<file path="src/rtl/pkt_slot_pkg.sv">
package pkt_slot_pkg;
  localparam int SLOTS  = 4;
  localparam int SLOT_W = 2;
  localparam int CLS_W  = 3;

  typedef enum logic [CLS_W-1:0] {
    CL_ALU    = 3'd0,
    CL_LOGIC  = 3'd1,
    CL_MUL    = 3'd2,
    CL_LOAD   = 3'd3,
    CL_STORE  = 3'd4,
    CL_VSTORE = 3'd5,
    CL_VMUL1  = 3'd6,
    CL_VMUL2  = 3'd7
  } icls_e;

  typedef enum logic [2:0] {
    ERR_NONE  = 3'd0,
    ERR_COUNT = 3'd1,
    ERR_SLOT  = 3'd2,
    ERR_VST   = 3'd3,
    ERR_VMUL  = 3'd4
  } perr_e;

  // Slots a class may occupy, bit s set when slot s is allowed.
  function automatic logic [SLOTS-1:0] slot_mask(logic [CLS_W-1:0] c);
    case (c)
      CL_LOGIC, CL_MUL:  slot_mask = 4'b1100;
      CL_LOAD, CL_STORE: slot_mask = 4'b0011;
      default:           slot_mask = 4'b1111;
    endcase
  endfunction
endpackage

</file>
<file path="src/rtl/pkt_slot_alloc.sv">
module pkt_slot_alloc
  import pkt_slot_pkg::*;
#(
  parameter int N_ENT = 6
) (
  input  logic [N_ENT-1:0]        valid_i,
  input  logic [N_ENT*CLS_W-1:0]  cls_i,
  output logic [N_ENT*SLOT_W-1:0] slot_o,
  output logic [N_ENT-1:0]        placed_o,
  output logic                    conflict_o
);
  logic [SLOTS-1:0] free_chain [0:N_ENT];
  logic [N_ENT-1:0] miss;

  assign free_chain[0] = '1;

  for (genvar gi = 0; gi < N_ENT; gi++) begin : g_ent
    logic [SLOTS-1:0]  cand;
    logic [SLOTS-1:0]  take;
    logic [SLOT_W-1:0] idx;
    logic              hit;

    assign cand = valid_i[gi] ? (slot_mask(cls_i[gi*CLS_W +: CLS_W]) & free_chain[gi]) : '0;

    always_comb begin
      take = '0;
      idx  = '0;
      hit  = 1'b0;
      for (int s = SLOTS-1; s >= 0; s--) begin
        if (cand[s]) begin
          take = '0;
          take[s] = 1'b1;
          idx  = SLOT_W'(s);
          hit  = 1'b1;
        end
      end
    end

    assign free_chain[gi+1]           = free_chain[gi] & ~take;
    assign slot_o[gi*SLOT_W +: SLOT_W] = idx;
    assign placed_o[gi]               = hit;
    assign miss[gi]                   = valid_i[gi] & ~hit;
  end

  assign conflict_o = |miss;
endmodule

</file>
<file path="src/rtl/pkt_vec_res.sv">
module pkt_vec_res
  import pkt_slot_pkg::*;
#(
  parameter int N_ENT  = 6,
  parameter int VMUL_U = 2
) (
  input  logic [N_ENT-1:0]       valid_i,
  input  logic [N_ENT*CLS_W-1:0] cls_i,
  output logic                   vst_over_o,
  output logic                   vmul_over_o
);
  localparam int CNT_W = $clog2(2*N_ENT+1) + 1;

  logic [CNT_W-1:0] vst_cnt;
  logic [CNT_W-1:0] vmul_cnt;

  always_comb begin
    vst_cnt  = '0;
    vmul_cnt = '0;
    for (int i = 0; i < N_ENT; i++) begin
      if (valid_i[i]) begin
        case (cls_i[i*CLS_W +: CLS_W])
          CL_VSTORE: vst_cnt  = vst_cnt + 1'b1;
          CL_VMUL1:  vmul_cnt = vmul_cnt + CNT_W'(1);
          CL_VMUL2:  vmul_cnt = vmul_cnt + CNT_W'(2);
          default:   ;
        endcase
      end
    end
  end

  assign vst_over_o  = vst_cnt > CNT_W'(1);
  assign vmul_over_o = vmul_cnt > CNT_W'(VMUL_U);
endmodule

</file>
<file path="src/rtl/pkt_slot_check.sv">
module pkt_slot_check
  import pkt_slot_pkg::*;
#(
  parameter int N_ENT   = 6,
  parameter bit REG_OUT = 1'b1
) (
  input  logic                    clk,
  input  logic                    rst_n,
  input  logic [N_ENT-1:0]        valid_i,
  input  logic [N_ENT*CLS_W-1:0]  cls_i,
  output logic                    legal_o,
  output logic [2:0]              err_o,
  output logic [N_ENT*SLOT_W-1:0] slot_o,
  output logic [N_ENT-1:0]        placed_o
);
  localparam int POP_W = $clog2(N_ENT+1);

  logic [N_ENT*SLOT_W-1:0] slot_c;
  logic [N_ENT-1:0]        placed_c;
  logic                    conflict_c;
  logic                    vst_over_c;
  logic                    vmul_over_c;
  logic [POP_W-1:0]        n_valid;
  perr_e                   err_c;
  logic                    legal_c;

  pkt_slot_alloc #(.N_ENT(N_ENT)) u_alloc (
    .valid_i    (valid_i),
    .cls_i      (cls_i),
    .slot_o     (slot_c),
    .placed_o   (placed_c),
    .conflict_o (conflict_c)
  );

  pkt_vec_res #(.N_ENT(N_ENT), .VMUL_U(2)) u_res (
    .valid_i     (valid_i),
    .cls_i       (cls_i),
    .vst_over_o  (vst_over_c),
    .vmul_over_o (vmul_over_c)
  );

  always_comb begin
    n_valid = '0;
    for (int i = 0; i < N_ENT; i++) n_valid = n_valid + POP_W'(valid_i[i]);
  end

  always_comb begin
    if (32'(n_valid) > SLOTS) err_c = ERR_COUNT;
    else if (conflict_c)      err_c = ERR_SLOT;
    else if (vst_over_c)      err_c = ERR_VST;
    else if (vmul_over_c)     err_c = ERR_VMUL;
    else                      err_c = ERR_NONE;
  end

  assign legal_c = (err_c == ERR_NONE);

  if (REG_OUT) begin : g_reg
    logic                    legal_q, legal_d;
    logic [2:0]              err_q, err_d;
    logic [N_ENT*SLOT_W-1:0] slot_q, slot_d;
    logic [N_ENT-1:0]        placed_q, placed_d;

    always_comb begin
      legal_d  = legal_c;
      err_d    = err_c;
      slot_d   = slot_c;
      placed_d = placed_c;
    end

    always_ff @(posedge clk or negedge rst_n) begin
      if (!rst_n) begin
        legal_q  <= 1'b0;
        err_q    <= '0;
        slot_q   <= '0;
        placed_q <= '0;
      end else begin
        legal_q  <= legal_d;
        err_q    <= err_d;
        slot_q   <= slot_d;
        placed_q <= placed_d;
      end
    end

    assign legal_o  = legal_q;
    assign err_o    = err_q;
    assign slot_o   = slot_q;
    assign placed_o = placed_q;
  end else begin : g_comb
    assign legal_o  = legal_c;
    assign err_o    = err_c;
    assign slot_o   = slot_c;
    assign placed_o = placed_c;
  end

  // Checks on the combinational decision, sampled at each edge.
  for (genvar ai = 0; ai < N_ENT; ai++) begin : g_chk
    assert_slot_allowed_R2 : assert property (@(posedge clk) disable iff (!rst_n)
      placed_c[ai] |-> slot_mask(cls_i[ai*CLS_W +: CLS_W])[slot_c[ai*SLOT_W +: SLOT_W]]);
    for (genvar aj = ai + 1; aj < N_ENT; aj++) begin : g_pair
      assert_no_shared_slot_R4 : assert property (@(posedge clk) disable iff (!rst_n)
        (placed_c[ai] && placed_c[aj]) |->
          (slot_c[ai*SLOT_W +: SLOT_W] != slot_c[aj*SLOT_W +: SLOT_W]));
    end
  end

  assert_idle_unplaced_R11 : assert property (@(posedge clk) disable iff (!rst_n)
    (placed_c & ~valid_i) == '0);

  assert_all_placed_R6 : assert property (@(posedge clk) disable iff (!rst_n)
    (!conflict_c && 32'(n_valid) <= SLOTS) |-> ($countones(placed_c) == $countones(valid_i)));

  assert_vmul_lowest_R8 : assert property (@(posedge clk) disable iff (!rst_n)
    (err_c == ERR_VMUL) |-> (vmul_over_c && !vst_over_c && !conflict_c));
endmodule

</file>
<file path="config.mk">
export PLATFORM = sky130hd
export DESIGN_NAME = pkt_slot_check
export DESIGN_NICKNAME = d
export VERILOG_FILES = /design/src/rtl/pkt_slot_pkg.sv /design/src/rtl/pkt_slot_alloc.sv /design/src/rtl/pkt_vec_res.sv /design/src/rtl/pkt_slot_check.sv
export SDC_FILE = /design/constraint.sdc
export NUM_CORES = 1
export LEC_CHECK = 0
export ABC_AREA = 1
export BUFFER_PORTS_ARGS = -buffer_cell sky130_fd_sc_hd__clkbuf_2
export CORE_UTILIZATION = 61
export DETAILED_ROUTE_END_ITERATION = 12
export PLACE_DENSITY_LB_ADDON = 0.05
export SLEW_MARGIN = 20
export SYNTH_ARGS = -nofsm -noshare
export SYNTH_HDL_FRONTEND = slang
export SYNTH_SLANG_ARGS = --single-unit
</file>
<file path="constraint.sdc">
create_clock -name clk -period 0.8 [get_ports clk]
set_input_delay 0.04 -clock clk [delete_from_list [all_inputs] [get_ports clk]]
set_output_delay 0.04 -clock clk [all_outputs]
set_load 0.1 [all_outputs]
</file>
==> flow_metrics.tcl, run 1 <==
set metrics [dict create \
    status "aborted with a tool error" \
    haltStage "detailed placement" \
    error "[ERROR DPL-0038] Utilization greater than 100%, impossible to legalize" \
    die_x_um 65.9 \
    ys_top_cells_by_area "dfrtp_1, nand2_1, inv_1" \
    synth_top_family_by_area "simple AND/OR/NAND/NOR gates" \
    synthCells 397 \
    synth_ff_type "dfrtp_1" \
    syn_avg_cell_area_um2 6.28 \
    synth_top_area_share_pct 21.1 \
    yosys_warnings 0 \
    die_y_um 65.9 \
    io_buffers 46 \
    yosysMostFrequentCell "nand2_1" \
    seq_area_frac_synth_pct 21.1 \
    place_congestion 0.925 \
    pin_count 48 \
    num_rows 22 \
    ys_ff_latch 21 \
    initial_core_util_pct 65.6 \
    synth_edf_count 0 \
    synth_adder_area_share_pct 9.93 \
    synth_xor_area_share_pct 3.36 \
    synth_compound_area_share_pct 11.8 \
    synth_fp_nets 441 \
    async_flop_share_pct 100 \
    synth_common_cells "nand2_1, inv_1, nor2_1, nand2_2" \
    synth_area_leader_cell "dfrtp_1" \
    synth.area.mux_share_pct 0 \
    synth_area_um2 2490 \
    synth-simple-area-share_pct 41.2 \
    synth_cell_types 43 \
]
-- stage by stage --
| step | setup TNS, ps | instance area (um^2) | setup slack [ps] | cells |
|---|---|---|---|---|
| global placement | -19580 | 4080 | -2730 | 600 |
| floorplan | -12700 | 2630 | -2540 | 397 |
-- kinds of logic after synthesis --
group	after synthesis
AO/OA/AOI/OAI	47
AND/OR/NAND/NOR	222
adder cells (fa/ha/maj)	18
XOR/XNOR	7
other	1
flip-flops	21
buffers and inverters	81
==> inputs of run 2 (changes only) <==
Settings changed: CORE_UTILIZATION 61 to 40, PLACE_DENSITY_LB_ADDON 0.05 to 0.15.
==> run 2 against run 1 <==
Against the previous run: the flow now finishes, with violations (negative setup slack); synthesized cell count is the same; area after synthesis is the same.
==> flow_metrics.tcl, run 2 <==
set metrics [dict create \
    routed_wl_mm 13.1 \
    finalWorstSetupSlack_ps -2700 \
    post_drt_wl_per_cell_um 18.8 \
    final_common_cell "buf_4" \
    synthCells 397 \
    setup_viol 39 \
    drt_first_pass_iters 5 \
    hold_ws_ps 36.9 \
    clock_sinks 21 \
    placed_area_um2 4180 \
    arrival_ps 3690 \
    drive_above_1_share_pct 64.3 \
    crit_path_top_delay_cell "ha_4" \
    ys_ff_latch 21 \
    place_ws_ps -2930 \
    status "finished, violations left" \
    die_area_um2 6550 \
    grt_pass1_wl_mm 15.4 \
    crit_required_ps 990 \
    cts_made_buffers 3 \
    synth_cell_types 43 \
    syn_avg_cell_area_um2 6.28 \
    synth_area_um2 2490 \
    grt_use_met1_pct 33.2 \
    synth_edf_count 0 \
    maxCapViolCount 0 \
    yosys_warnings 0 \
    slew_headroom_pct 62.2 \
    hp-class "input pin to flip-flop" \
    drt_iter0_markers 265 \
    synth_area_leader_cell "dfrtp_1" \
    initial_core_util_pct 41.9 \
    fillCellCount 264 \
    rsz0062_at_grt "yes" \
    h-tree-depth 1 \
    post-route-min-period_ps 3500 \
    violations "negative setup slack" \
    largest_register_ffs 11 \
    synth_ff_type "dfrtp_1" \
    cp_max_fo 3 \
    crit_type "input pin to flip-flop" \
    gr-total-overflow 0 \
    hp-start "valid_i[0]" \
    die_x_um 81.0 \
    cp-end-kind "flip-flop" \
    post-route-cell-area_um2 5280 \
    core_um2 5960 \
    critPathMostFrequentCell "nand2_2" \
    ys_top_cells_by_area "dfrtp_1, nand2_1, inv_1" \
    syn2layout_area_growth_pct 112 \
    ir_drop_v 0.00227 \
    num_rows 28 \
    grt.busiest_layer "met2" \
    grt_start_max_net_pins 22 \
    layout_common_cells "buf_4, nand2_1, inv_1" \
    pin_count 48 \
    seq_area_frac_synth_pct 21.1 \
    yosysMostFrequentCell "nand2_1" \
    synth_top_area_share_pct 21.1 \
    cts-root-buf "clkbuf_8" \
    n_antenna_cell 0 \
    p_per_area_nw_per_um2 1170 \
    worst_pin_slew_ps 566 \
    cts.path.max_buffers 2 \
    io_buffers 46 \
    grt_util_met3_pct 2.47 \
    timing.final.hold_violations 0 \
    drc 0 \
    setup.worst_path.start "cls_i[2]" \
    synth_common_cells "nand2_1, inv_1, nor2_1, nand2_2" \
    detail-route-antenna-nets 0 \
    final.setup.tns_ps -21910 \
    dpl.hpwl_mm 5.96 \
    async_flop_share_pct 100 \
    crit_path_start_kind "input pin" \
    gr-usage-all-layers_pct 30.6 \
    cts_tree "yes" \
    synth_fp_nets 441 \
    met2_usage_pct 58.9 \
    slew_viol_final 0 \
    place_congestion 0.919 \
    p_leak_nw 2.72 \
    clkTransAtPathRegs_ps 90 \
    dr_total_vias 3873 \
    die_y_um 81.0 \
    fin_nets 667 \
    grt_pass1_vias 3439 \
    period_share_pct 438 \
    fmax_ghz 0.286 \
    antenna_found_initial 0 \
    crit_path_max_incr_delay_ps 260 \
    avgViaCountPerCell 5.56 \
]
[run 2: timing repair]
| item | in CTS | in global routing |
|---|---|---|
| buffers inserted | 43 | 16 |
| pin swaps | 44 | 54 |
| hold buffers | 1 | 0 |
| endpoints found under the hold margin | 21 | 0 |
| endpoints found under the setup margin | 38 | 39 |
| resized for setup | 65 | 104 |
[run 2: critical path: cells and delay by family]
family | cells | cell delay, ps
buffers and inverters | 9 | 700
and+or+nand+nor | 22 | 1880
adders and majority gates | 4 | 810
AOI/OAI and AO/OA | 2 | 240
[run 2: final timing paths]
path	slack (ps)	endpoint	cells past startpoint
worst max-delay path	-2700	legal_o	37
worst min-delay path	40	placed_o[0]	2
max in group asynchronous	110	placed_o[3]	2
min in group asynchronous	270	err_o[0]	2
[run 2: cell type report]
| type | instances | area [um^2] | area share [%] |
|---|---|---|---|
| multi-input combinational | 295 | 2230 | 42.3 |
| timing repair buffer | 225 | 2050 | 38.8 |
| sequential | 21 | 551 | 10.4 |
| inverter | 77 | 309 | 5.85 |
| tap | 75 | 93.8 | 1.78 |
| clock buffer | 4 | 45.0 | 0.853 |
[run 2: metal layers]
| layer | wire, um | up-vias |
|---|---|---|
| met5 | 0 | - |
| met4 | 1100 | 0 |
| met3 | 918 | 114 |
| met2 | 6480 | 249 |
| met1 | 4600 | 1822 |
| li1 | - | 1688 |
[run 2: through the flow]
stage / util, % / power [mW] / instances
finish: 88.7 / 6.17 / 697
global route: 88.7 / 6.36 / 697
CTS: 81.0 / 5.44 / 686
detailed placement: 70.2 / 4.42 / 638
global placement: 70.2 / 4.35 / 638
floorplan: - / 2.99 / 397
[run 2: where the power goes]
part	switching [mW]	internal, mW	leakage, nW	total, mW
logic	2.40	1.67	2.46	4.07
registers	0.118	1.21	0.241	1.33
clock network	0.416	0.357	0.0228	0.773
[run 2: logic make-up after synthesis]
kind of cell | Yosys count | synth area share [%]
flops | 21 | 21.1
compound gates | 47 | 11.8
simple gates | 222 | 41.2
fa+ha+maj | 18 | 9.93
xor+xnor | 7 | 3.36
buf+inv | 81 | 12.4
other cells | 1 | 0.150
(Power assumes the default switching activity.)
==> inputs of run 3 (changes only) <==
Clock period 0.8 ns to 4.2 ns, I/O delays scaled along.
==> run 3 against run 2 <==
Against the previous run: the run now ends clean; power is 88% lower; sequential power is 83% lower; first-iteration DRC count is 61% lower; critical path type unchanged; via count is 36% lower; worst setup slack better by 3100 ps; sequential cell count stayed put.
==> flow_metrics.tcl, run 3 (synthesis results as in run 2) <==
set metrics [dict create \
    status "completed" \
    fmax_ghz 0.263 \
    detail-route-antenna-nets 0 \
    hold-path-endpoint "placed_o[1]" \
    crit_required_ps 4360 \
    antenna_found_initial 0 \
    hp-class "input pin to flip-flop" \
    grt_pass1_wl_mm 9.47 \
    cp-end-kind "flip-flop" \
    die_x_um 81.0 \
    crit_path_start_kind "input pin" \
    cts_made_buffers 3 \
    arrival_ps 3950 \
    p_sw_uw 384 \
    wl_met2_mm 2.53 \
    drt_iter0_markers 103 \
    p_per_area_nw_per_um2 264 \
    seqPwrFrac_pct 30.3 \
    hold_ws_ps 203 \
    cts_tree "yes" \
    place_congestion 0.818 \
    cp_max_fo 4 \
    routed_wl_mm 5.32 \
    io_buffers 46 \
    wl_met1_mm 2.56 \
    path_buf_inv 7 \
    die_area_um2 6550 \
    grt_pass1_vias 2260 \
    fillCellCount 652 \
    drc 0 \
    p_comb_share_pct 52.9 \
    worstHoldPathCells 1 \
    switching_share_pct 50.6 \
    layout_common_cells "nand2_1, inv_1, nor2_1" \
    post-route-min-period_ps 3800 \
    pwr-share-clk_pct 16.8 \
    power.total_uw 760 \
    p_leak_nw 1.69 \
    maxUsedRoutingLayer "met4" \
    die_y_um 81.0 \
    ir_drop_v 0.000243 \
    cts-root-buf "clkbuf_8" \
    slew_viol_final 0 \
    internal_power_uw 375 \
    dr_total_vias 2468 \
    maxCapViolCount 0 \
    largest_register_ffs 11 \
    critPathTopFamily "simple AND/OR/NAND/NOR gates" \
    avgViaCountPerCell 4.74 \
    worst_pin_slew_ps 542 \
    clkTransAtPathRegs_ps 70 \
    core_um2 5960 \
    clock_sinks 21 \
    drive_above_1_share_pct 26.2 \
    crit_type "input pin to flip-flop" \
    crit_path_top_delay_cell "ha_1" \
    gr-total-overflow 0 \
    final_common_cell "nand2_1" \
    wl_met3_um 157 \
    slew_headroom_pct 64.0 \
    grt_start_max_net_pins 22 \
    setup_viol 0 \
    initial_core_util_pct 41.9 \
    num_rows 28 \
    timing.final.hold_violations 0 \
    pin_count 48 \
    crit_path_max_incr_delay_ps 260 \
    h-tree-depth 1 \
    drt_first_pass_iters 4 \
    syn2layout_area_growth_pct 15.4 \
    dpl.hpwl_mm 4.68 \
    hp-start "valid_i[1]" \
    cts.path.max_buffers 2 \
    gr-usage-all-layers_pct 18.1 \
    critPathMostFrequentCell "nand2_2" \
    n_antenna_cell 0 \
    post_drt_wl_per_cell_um 10.2 \
    period_share_pct 90.4 \
    fin_nets 491 \
]
## run 3: changes by cell type in the layout (fill, tap and decap cells not counted), sizes merged
| cell | before | now |
|---|---|---|
| inv | 74 | 75 |
| clkinv | 3 | 2 |
| clkbuf | 22 | 50 |
| buf | 206 | 2 |
## run 3: worst max-delay path by stage
| stage | from | to | slack (ps) | cells past startpoint |
|---|---|---|---|---|
| 6_report | valid_i[0] | err_o[2] | 400 | 35 |
| 5_1_grt | cls_i[1] | err_o[2] | -0.4 | 37 |
| 4_1_cts | valid_i[0] | err_o[2] | 220 | 35 |
| 3_5_place_dp | valid_i[0] | err_o[2] | -40 | 35 |
| 3_3_place_gp | valid_i[0] | err_o[2] | 80 | 35 |
| 2_1_floorplan | valid_i[0] | err_o[2] | 370 | 34 |
## run 3: power groups by stage
| stage | Clock (mW) | Sequential (mW) | Combinational [mW] |
|---|---|---|---|
| after floorplan | 0 | 0.411 | 0.144 |
| after global placement | 0 | 0.234 | 0.396 |
| after detailed placement | 0 | 0.235 | 0.401 |
| after CTS | 0.131 | 0.231 | 0.403 |
| after global routing | 0.142 | 0.234 | 0.437 |
| final | 0.128 | 0.231 | 0.402 |
## run 3: cell type report
cell class	instances	area, um^2	share of cell area (%)
Timing Repair Buffer	49	255	8.87
Inverter	77	289	10.0
Sequential cell	21	526	18.3
Tap cell	75	93.8	3.26
Clock buffer	4	45.0	1.57
Multi-Input combinational cell	295	1670	58.0
## run 3: per-stage QoR
stage | area, um^2 | worst slack [ps] | utilization, % | instances | TNS (ps)
final | 2880 | 402 | 48.3 | 521 | 0
after global routing | 2880 | -0.417 | 48.3 | 521 | -0.417
after CTS | 2860 | 215 | 48.0 | 520 | 0
after detailed placement | 2810 | -43.1 | 47.1 | 515 | -43.1
after global placement | 2810 | 76.1 | 47.1 | 515 | 0
after floorplan | 2490 | 367 | - | 397 | 0
## run 3: what timing repair did
| item | 4_1_cts | 5_1_grt |
|---|---|---|
| hold endpoints to repair | 21 | 0 |
| hold buffers | 1 | 0 |
| buffers inserted | 0 | 1 |
| setup endpoints to repair | 0 | 2 |
| resized for setup | 0 | 6 |
## run 3: layer usage
layer | GRT usage [%] | vias to the layer above
li1 | - | 1328
met1 | 23.1 | 1098
met2 | 32.6 | 38
met3 | 1.12 | 4
met4 | 5.36 | 0
met5 | 0 | -
==> inputs of run 4 (changes only) <==
Settings changed: CAP_MARGIN from default to 15, CORE_UTILIZATION 40 to 45.
==> run 4 against run 3 <==
Against the previous run: combinational power about the same; worst hold slack gained 14 ps; global-route usage grew 1.2 points; sequential share of layout area increased by 0.088 points; critical path depth did not move; wire length shrank 1.9%; largest cell class unchanged.
==> flow_metrics.tcl, run 4 (synthesis results as in run 2) <==
set metrics [dict create \
    status "completed" \
    fmax_ghz 0.264 \
    power.total_uw 755 \
    layout_common_cells "nand2_1, inv_1, nor2_1" \
    crit_required_ps 4360 \
    detail-route-antenna-nets 0 \
    h-tree-depth 1 \
    gr-usage-all-layers_pct 19.3 \
    finalWorstSetupSlack_ps 413 \
    final_common_cell "nand2_1" \
    crit_end "err_o[2]" \
    hold_ws_ps 217 \
    critPathMostFrequentCell "nand2_2" \
    setup.worst_path.start "valid_i[0]" \
    die_x_um 76.4 \
    n_antenna_cell 0 \
    largest_register_ffs 11 \
    fin_nets 491 \
    initial_core_util_pct 47.6 \
    cts_made_buffers 3 \
    die_area_um2 5840 \
    clock_sinks 21 \
    placed_area_um2 2800 \
    cts_tree "yes" \
    utilization_pct 54.7 \
    ir_drop_v 0.000267 \
    cp_max_fo 4 \
    drt_iter0_markers 79 \
    grt_start_max_net_pins 22 \
    crit_path_top_delay_cell "ha_1" \
    timing.final.hold_violations 0 \
    setup_viol 0 \
    clkTransAtPathRegs_ps 70 \
    drive_above_1_share_pct 26.0 \
    slew_viol_final 0 \
    dr_total_vias 2451 \
    antenna_found_initial 0 \
    drt_first_pass_iters 4 \
    dpl.hpwl_mm 4.53 \
    crit_path_start_kind "input pin" \
    core_um2 5240 \
    p_leak_nw 1.69 \
    num_rows 26 \
    path_depth 35 \
    critPathTopFamily "simple AND/OR/NAND/NOR gates" \
    grt_pass1_wl_mm 9.39 \
    crit_type "input pin to flip-flop" \
    io_buffers 46 \
    grt_pass1_vias 2236 \
    hp-class "input pin to flip-flop" \
    period_share_pct 90.2 \
    post_drt_wl_per_cell_um 10.1 \
    syn2layout_area_growth_pct 14.9 \
    arrival_ps 3940 \
    crit_path_max_incr_delay_ps 280 \
    cts.path.max_buffers 2 \
    routed_wl_mm 5.21 \
    p_per_area_nw_per_um2 264 \
    slew_headroom_pct 64.0 \
    avgViaCountPerCell 4.75 \
    post-route-cell-area_um2 2860 \
    cp-end-kind "flip-flop" \
    gr-total-overflow 0 \
    worst_pin_slew_ps 542 \
    maxCapViolCount 0 \
    place_ws_ps -4.06 \
    place_congestion 0.890 \
    drc 0 \
    rsz0062_at_grt "no" \
    post-route-min-period_ps 3790 \
    pin_count 48 \
    cts-root-buf "clkbuf_8" \
    die_y_um 76.4 \
    path_buf_inv 7 \
]
[run 4: metal layers]
layer / global-route usage [%] / vias to the layer above / share of wire [%]
met5: 0 / - / 0
met4: 6.92 / 0 / 1.6
met3: 0.838 / 7 / 2.4
met2: 34.4 / 43 / 47
met1: 24.6 / 1072 / 49
li1: - / 1329 / -
[run 4: what timing repair did]
action / 4_1_cts / 5_1_grt
resized for setup: 0 / 4
hold endpoints to repair: 21 / 0
endpoints found under the setup margin: 0 / 2
buffers inserted: 0 / 1
hold buffers: 1 / 0
[run 4: cell type report]
| type | count | area, um^2 |
|---|---|---|
| Tap cell | 70 | 87.6 |
| Multi-Input combinational cell | 295 | 1660 |
| Fill cell | 547 | 2370 |
| Timing Repair Buffer | 49 | 255 |
| Clock buffer | 4 | 45.0 |
| Inverter | 77 | 289 |
| Sequential cell | 21 | 526 |
[run 4: metrics by stage]
stage | cells | TNS, ps
after floorplan | 397 | 0
after global placement | 510 | 0
after detailed placement | 510 | -4.06
after CTS | 515 | 0
after global routing | 516 | 0
final | 516 | 0
[run 4: power by group]
part / internal [mW] / leakage, nW / switching (mW)
sequential: 0.225 / 0.266 / 0.00517
clock: 0.0675 / 0.0228 / 0.0577
combinational: 0.0823 / 1.40 / 0.318
[run 4: worst min path at each step]
stage	start	endpoint	slack, ps	cells after the start
detailed placement	rst_n	slot_o[5]	190	1
global route	valid_i[0]	placed_o[0]	240	2
global placement	rst_n	slot_o[3]	190	1
finish	valid_i[1]	placed_o[1]	220	1
floorplan	rst_n	err_o[0]	-90	0
CTS	valid_i[1]	placed_o[1]	210	1
